## config.mk

```make
export PLATFORM = sky130hd
export DESIGN_NAME = fetch_thread_picker
export DESIGN_NICKNAME = d
export VERILOG_FILES = /design/src/rtl/fetch_pick_pkg.sv /design/src/rtl/fp_eligibility.sv /design/src/rtl/fp_priority_order.sv /design/src/rtl/fetch_thread_picker.sv
export SDC_FILE = /design/constraint.sdc
export NUM_CORES = 1
export LEC_CHECK = 0
export ABC_AREA = 1
export CELL_PAD_IN_SITES_DETAIL_PLACEMENT = 2
export CELL_PAD_IN_SITES_GLOBAL_PLACEMENT = 2
export CORE_MARGIN = 3
export CORE_UTILIZATION = 24
export DETAILED_ROUTE_END_ITERATION = 8
export PLACE_DENSITY = 0.73
export SYNTH_ARGS = -nofsm -noshare
export SYNTH_HDL_FRONTEND = slang
export SYNTH_HIERARCHICAL = 1
export SYNTH_SLANG_ARGS = --single-unit
```

## constraint.sdc

```tcl
create_clock -name clk -period 1.85 [get_ports clk]
set_input_delay 0.2775 -clock clk [delete_from_list [all_inputs] [get_ports clk]]
set_output_delay 0.2775 -clock clk [all_outputs]
set_load 0.005 [all_outputs]
```

## src/rtl/fetch_pick_pkg.sv

```systemverilog
package fetch_pick_pkg;
  localparam int STATE_W = 3;

  typedef enum logic [STATE_W-1:0] {
    FS_RUN         = 3'd0,
    FS_SQUASH      = 3'd1,
    FS_STALLED     = 3'd2,
    FS_WAIT_FILL   = 3'd3,
    FS_WAIT_RESEND = 3'd4,
    FS_FILL_DONE   = 3'd5,
    FS_IDLE        = 3'd6,
    FS_SPARE       = 3'd7
  } fetch_state_e;

  function automatic logic state_can_fetch(logic [STATE_W-1:0] s);
    return (s == FS_RUN) || (s == FS_FILL_DONE) || (s == FS_IDLE);
  endfunction
endpackage

```

## src/rtl/fp_eligibility.sv

```systemverilog
module fp_eligibility
  import fetch_pick_pkg::*;
#(
  parameter int NUM_THREADS = 4
) (
  input  logic [NUM_THREADS-1:0]         active,
  input  logic [NUM_THREADS*STATE_W-1:0] state,
  output logic [NUM_THREADS-1:0]         elig
);
  for (genvar t = 0; t < NUM_THREADS; t++) begin : g_thr
    assign elig[t] = active[t] && state_can_fetch(state[t*STATE_W +: STATE_W]);
  end
endmodule

```

## src/rtl/fp_priority_order.sv

```systemverilog
module fp_priority_order #(
  parameter int NUM_THREADS = 4,
  parameter int TID_W = 2
) (
  input  logic                   clk,
  input  logic                   rst,
  input  logic [NUM_THREADS-1:0] elig,
  input  logic                   advance,
  output logic                   hit,
  output logic [TID_W-1:0]       hit_tid
);
  logic [TID_W-1:0] order_q [NUM_THREADS];
  logic [TID_W-1:0] order_d [NUM_THREADS];
  logic [TID_W-1:0] pos;
  logic [NUM_THREADS*TID_W-1:0] order_flat;
  logic [NUM_THREADS-1:0] seen;

  always_comb begin
    hit = 1'b0;
    pos = '0;
    for (int i = 0; i < NUM_THREADS; i++) begin
      if (!hit && elig[order_q[i]]) begin
        hit = 1'b1;
        pos = TID_W'(i);
      end
    end
    hit_tid = order_q[pos];
  end

  always_comb begin
    for (int i = 0; i < NUM_THREADS; i++) order_d[i] = order_q[i];
    if (advance && hit) begin
      for (int i = 0; i < NUM_THREADS - 1; i++) begin
        if (TID_W'(i) >= pos) order_d[i] = order_q[i+1];
      end
      order_d[NUM_THREADS-1] = order_q[pos];
    end
  end

  always_ff @(posedge clk) begin
    if (rst) begin
      for (int i = 0; i < NUM_THREADS; i++) order_q[i] <= TID_W'(i);
    end else begin
      for (int i = 0; i < NUM_THREADS; i++) order_q[i] <= order_d[i];
    end
  end

  always_comb begin
    seen = '0;
    for (int i = 0; i < NUM_THREADS; i++) begin
      order_flat[i*TID_W +: TID_W] = order_q[i];
      seen[order_q[i]] = 1'b1;
    end
  end

  // the list always holds every thread exactly once
  assert_order_perm_R4: assert property (@(posedge clk) disable iff (rst)
    $countones(seen) == NUM_THREADS);

  // no grant in round-robin terms means the list holds still
  assert_order_hold_R8: assert property (@(posedge clk) disable iff (rst)
    !(advance && hit) |=> $stable(order_flat));
endmodule

```

## src/rtl/fetch_thread_picker.sv

```systemverilog
module fetch_thread_picker
  import fetch_pick_pkg::*;
#(
  parameter int NUM_THREADS = 4,
  localparam int TID_W = (NUM_THREADS > 1) ? $clog2(NUM_THREADS) : 1
) (
  input  logic                           clk,
  input  logic                           rst,
  input  logic                           rr_mode,
  input  logic                           drain_req,
  input  logic [NUM_THREADS-1:0]         thread_active,
  input  logic [NUM_THREADS*STATE_W-1:0] thread_state,
  output logic                           grant_valid,
  output logic [TID_W-1:0]               grant_tid
);
  logic [NUM_THREADS-1:0] elig;
  logic                   hit;
  logic [TID_W-1:0]       hit_tid;
  logic                   advance;

  fp_eligibility #(.NUM_THREADS(NUM_THREADS)) u_elig (
    .active (thread_active),
    .state  (thread_state),
    .elig   (elig)
  );

  assign advance = rr_mode && !drain_req;

  fp_priority_order #(.NUM_THREADS(NUM_THREADS), .TID_W(TID_W)) u_order (
    .clk     (clk),
    .rst     (rst),
    .elig    (elig),
    .advance (advance),
    .hit     (hit),
    .hit_tid (hit_tid)
  );

  always_ff @(posedge clk) begin
    if (rst) begin
      grant_valid <= 1'b0;
      grant_tid   <= '0;
    end else if (drain_req) begin
      grant_valid <= 1'b0;
      grant_tid   <= '0;
    end else if (!rr_mode) begin
      grant_valid <= 1'b1;
      grant_tid   <= '0;
    end else begin
      grant_valid <= hit;
      grant_tid   <= hit ? hit_tid : '0;
    end
  end

  assert_drain_blocks_R7: assert property (@(posedge clk) disable iff (rst)
    drain_req |=> !grant_valid);

  assert_single_thread0_R6: assert property (@(posedge clk) disable iff (rst)
    (!rr_mode && !drain_req) |=> (grant_valid && grant_tid == '0));

  assert_none_eligible_R5: assert property (@(posedge clk) disable iff (rst)
    (rr_mode && elig == '0) |=> !grant_valid);
endmodule

```

== Word level (Yosys, flattened, before mapping) ==
Memories as Yosys holds them, arrays and structs flattened.
Cells that the tools add are included.

* Magnitude comparators: 7
* Equality and inequality tests: 8
* Muxes and demuxes: 27
* Bitwise operators: 6
* Reduce and logical (&&, ||, !) cells: 27

{| class="wikitable"
|+ Operator list
! cell !! number
|-
| $eq A3 B3 Y1 const B || 8
|-
| $mux W2 || 9
|-
| $mux W1 || 13
|-
| $logic_not A3 Y1 || 4
|-
| $lt A2 B3 Y1 const B || 4
|-
| $logic_and A1 B1 Y1 || 9
|-
| $bmux W1 S2 || 4
|-
| $logic_or A1 B1 Y1 || 8
|-
| $mux W8 || 1
|-
| $ge A1 B2 Y1 const A || 2
|-
| $logic_not A1 Y1 || 4
|-
| $or A1 B1 Y1 || 4
|-
| $reduce_or A4 Y1 || 1
|-
| $ge A2 B2 Y1 const A || 1
|-
| $not A1 Y1 || 2
|-
| $reduce_or A2 Y1 || 1
|}

* Register bits: 3
* RAM bits: 8
* Bits of input ports: 20
* Output and inout port bits: 3
* Logic and storage cells: 78
* Memories kept: 1

{| class="wikitable"
|+ Memories
! name !! depth !! bits a word !! rd ports !! clocked after memory_dff !! wr ports !! RTL line !! text
|-
| u_order.order_q || 4 || 2 || 5 || 0 || 4 || fp_priority_order.sv:12 || <nowiki>logic [TID_W-1:0] order_q [NUM_THREADS];</nowiki>
|}

== Logic depth before layout (Yosys ltp) ==
* Depth in word-level cells: 20
* Mapped depth: 17
* Gate-level depth less buffers: 17

== Hierarchy ==
The synthesis kept the hierarchy.

{| class="wikitable"
|+ Modules (own cells, without submodules)
! module !! instances !! cells an instance !! area an instance (sq um) !! seq. area each (sq um)
|-
| fp_priority_order || 1 || 97 || 634.4 || 160.2
|-
| fp_eligibility || 1 || 36 || 165.2 || 0.0
|-
| fetch_thread_picker || 1 || 14 || 107.6 || 60.1
|}

== Worst setup path before layout ==
No wires, ideal clock.

* Path type: input -> register
* From: input thread_state[5]
* To: register grant_tid[0], read port of u_order.order_q
* Library setup time: 111 ps
* Arrival time: 1,420 ps
* Required time: 1,739 ps
* Slack: 319 ps
* Cell stages on the path: 14
* Path buffers: 0
* Cells stage by stage: inv_1 > a21oi_2 > nand2_1 > nor2_1 > nand2_1 > nand3_2 > nand2_2 > nand3_2 > nand2_2 > nand2_1 > nand3_2 > and2_1 > inv_1 > nor2_1

* Longest elaborated chain between the ends: 18
* Elaborated cells on any way between the ends: 30
* Classes of those cells: eq/ne: 2; mux: 15; bitwise: 1; reduce/logical: 11; memory: 1

{| class="wikitable"
|+ Ends and longest elaborated chain
! element !! RTL line !! text
|-
| from (decl) || fetch_thread_picker.sv:12 || <nowiki>input logic [NUM_THREADS*STATE_W-1:0] thread_state,</nowiki>
|-
| $eq A3 B3 Y1 or $logic_not A3 Y1 (tied branches) || fetch_pick_pkg.sv:16 || <nowiki>return (s == FS_RUN) || (s == FS_FILL_DONE) || (s == FS_IDLE);</nowiki>
|-
| $logic_or A1 B1 Y1 || fetch_pick_pkg.sv:16 ||
|-
| $logic_or A1 B1 Y1 (*) || fetch_pick_pkg.sv:16 ||
|-
| $logic_and A1 B1 Y1 (*) || fp_eligibility.sv:11 || <nowiki>assign elig[t] = active[t] && state_can_fetch(state[t*STATE_W +: STATE_W]);</nowiki>
|-
| net elig[1] || fetch_thread_picker.sv:16 || <nowiki>logic [NUM_THREADS-1:0] elig;</nowiki>
|-
| branches (longest 14 deep; another with $bmux W1 S2) || -- ||
|-
| to (decl) || fetch_thread_picker.sv:14 || <nowiki>output logic [TID_W-1:0] grant_tid</nowiki>
|}

Mark *: on every way through the listed nets, which the timed path passes. The select of a mux whose other input is x is not followed.
A chain may end at the register's enable or synchronous reset.

== Worst setup path after layout ==
* From: input thread_state[0]
* To: register grant_tid[1], read port of u_order.order_q

Same word-level chain as after synthesis.

==> flow_summary.ini <==
[detailed_routing]
drtPass1Iterations = 3
drc = 0
maxUsedRoutingLayer = met4
drt_iter0_drc = 22
route.met3.wl_um = 81
met2WireLength_um = 1850
met1_length_um = 1380
vias = 1054
ant_nets = 0
vias_per_cell = 4.64
wirelength_um = 3330
post_drt_wl_per_cell_um = 14.7

[final_layout]
area_growth_pct = 50.5
fin_util_pct = 39.1
diodes = 0
drive_gt1_share_pct = 42.5
final_nets = 202

[floorplanning]
die_h_um = 67.5
die_w_um = 67.5
rows = 21
io_pins = 23
initial_core_util_pct = 26.0
core_mm2 = 0.00349
die-area_mm2 = 0.00455

[worst_setup_path]
max_stage_delay_ns = 0.21
worstPathMaxFanout = 5
cp-endpoint = grant_tid[1]
path_class = input port to flip-flop
r2r_end = grant_tid[1]
r2r_cells = 11
r2r_start = u_order/order_q[3][0]
critPathSlowestCell = clkdlybuf4s15_1
cp.arrival_ns = 1.89
required_ns = 2.03
startpoint_type = input port
path_cells = clkdlybuf4s15_1 -> inv_2 -> a21oi_2 -> nor2_4 -> buf_4 -> nand2_1 -> nand3_2 -> nand2_4 -> nand4_4 -> nand2_4 -> nand2_1 -> nand3_2 -> and2_4 -> inv_1 -> nor2_1
r2r_slack_ns = 0.22
cp-startpoint = thread_state[0]
endpoint_kind = flip-flop

[synthesis]
syn_avg_cell_area_um2 = 6.17
synth-warning-count = 6
synth_cell_types = 19
syn_nets = 167
synth_seq_cells = 11
netlist_instances = 147
synth-seq-area-share_pct = 24.3
netlist_area_um2 = 907

[pwr]
cellLeakagePower_nw = 0.664
comb_power_share_pct = 45.7
ir_worst_vdd_mv = 0.318
sw_frac_of_total_pct = 40.0
total_power_mw = 1.00
p_clk_share_pct = 24.7
pwr-share-seq_pct = 29.6
switchingPower_mw = 0.400
p_int_mw = 0.600
powerDensity_mw_per_mm2 = 732

[timing]
maxSlewViolCount = 0
maxSlewHeadroom_pct = 74.3
skew_ns = 0.000968
fin_crit_ns = 1.71
post-route-period-util_pct = 92.3
setup_viol = 0
max_freq_ghz = 0.585
hold_viol = 0
worst_pin_slew_ns = 0.383

[grt]
grt_pass1_vias = 1132
grt_max_degree = 8
grt_usage_pct = 15.9
grt_overflow_total = 0
antenna_found_initial = 0
grt_pass1_wl_um = 5380

[placed_design]
port_buffers = 22
dp.final_hpwl_um = 2610
place_congestion = 0.862

[status]
status = finished clean

[clocking]
path_clk_slew_ns = 0.05
cts.htree.levels = 1
clockBufferDepth = 2
cts_tree = yes
clkLatencyLatePin_ns = 0.24
cts_made_buffers = 3
clock-sinks = 11
cts-root-buf = clkbuf_8

[min_path]
hp-class = flip-flop to flip-flop
whs_path_depth = 2

[run]
drv_cap = 0
==> power groups by stage <==
stage / Combinational (mW) / Sequential, mW / Clock [mW]
after floorplan: 0.267 / 0.283 / 0
after global routing: 0.514 / 0.300 / 0.270
after global placement: 0.387 / 0.296 / 0
final: 0.457 / 0.295 / 0.247
after detailed placement: 0.405 / 0.297 / 0
after CTS: 0.428 / 0.292 / 0.261
==> cells in the final DEF, fill, tap and decap left out <==
cell type / instances
nand2_1: 28
inv_1: 19
inv_2: 16
dfxtp_1: 11
nand3_2: 11
nand2_2: 10
nor2_1: 8
dlygate4sd2_1: 8
buf_4: 8
nand3_1: 8
clkbuf_2: 7
a21oi_1: 7
clkdlybuf4s50_1: 6
a21oi_2: 6
nand2_4: 4
clkbuf_8: 3
nor2_4: 3
nand3_4: 3
o21ai_0: 3
nor2_2: 2
o211ai_1: 2
o21a_1: 1
clkinv_2: 1
clkdlybuf4s15_1: 1
a21oi_4: 1
nand4_4: 1
and2_1: 1
and2_4: 1
o21ai_1: 1
==> synthesized netlist by cell type <==
master	number	area [µm²]
a21oi_1	10	50.1
a21oi_2	4	35.0
and2_1	2	12.5
dfxtp_1	11	220
inv_1	27	101
inv_2	8	30.0
nand2_1	33	124
nand2_2	7	43.8
nand2_4	2	22.5
nand3_1	15	75.1
nand3_2	7	70.1
nand4_4	1	21.3
nor2_1	11	41.3
nor2_2	1	6.26
nor2_4	1	11.3
o211ai_1	2	15.0
o21a_1	1	7.51
o21ai_0	3	15.0
o21ai_1	1	5.00
==> registers in the layout, summed over array words and instances (netlist names) <==
register	cells
u_order/order_q	8
grant_valid	1
grant_tid	2
==> per-layer routing <==
layer | GRT usage, % | vias up
li1 | - | 526
met1 | 17.6 | 510
met2 | 30.7 | 13
met3 | 3.16 | 5
met4 | 3.04 | 0
met5 | 0 | -
==> worst max-delay path, delay by kind of cell <==
kind | cells | cell delay, ns
AO/OA/AOI/OAI | 1 | 0.16
AND/OR/NAND/NOR | 10 | 1.01
buffers and inverters | 4 | 0.43
==> repair_timing <==
item                                    in CTS  in global routing
buffers inserted                             2                  1
gates cloned                                 0                  0
pin swaps                                   26                 17
gates resized for setup                     36                 30
endpoints found under the setup margin      11                  9
hold buffers                                 0                  0
==> layout make-up <==
cell class	instances	area, µm²
fill	429	2130
multi-input combinational	101	674
timing repair buffer	30	235
sequential	11	220
inverter	35	131
tap	46	57.6
clock buffer	3	41.3
clock inverter	1	5.00
==> kinds of logic after synthesis <==
group / share of synthesized area [%]
and+or+nand+nor: 47.2
buffers and inverters: 14.5
AOI/OAI and AO/OA: 14.1
DFF: 24.3
==> how the worst min path moves through the flow <==
stage,to,from,slack [ns]
detailed placement,u_order/order_q[0][1],u_order/order_q[0][1],0.55
floorplan,u_order/order_q[3][0],rst,0.37
finish,u_order/order_q[0][1],u_order/order_q[0][1],0.57
global placement,u_order/order_q[0][1],u_order/order_q[0][1],0.53
global route,u_order/order_q[0][1],u_order/order_q[0][1],0.62
CTS,u_order/order_q[0][1],u_order/order_q[0][1],0.56
==> metrics by stage <==
step	TNS, ns	hold slack, ns	setup slack, ns	cell area (µm²)	std cells
finish	0	0.569	0.142	1370	227
CTS	0	0.561	0.0331	1330	226
floorplan	0	0.373	0.319	907	147
detailed placement	-4.33	0.550	-0.506	1220	220
global route	-0.0370	0.616	-0.0239	1370	227
global placement	-3.34	0.530	-0.405	1220	220
(Power assumes the default switching activity.)
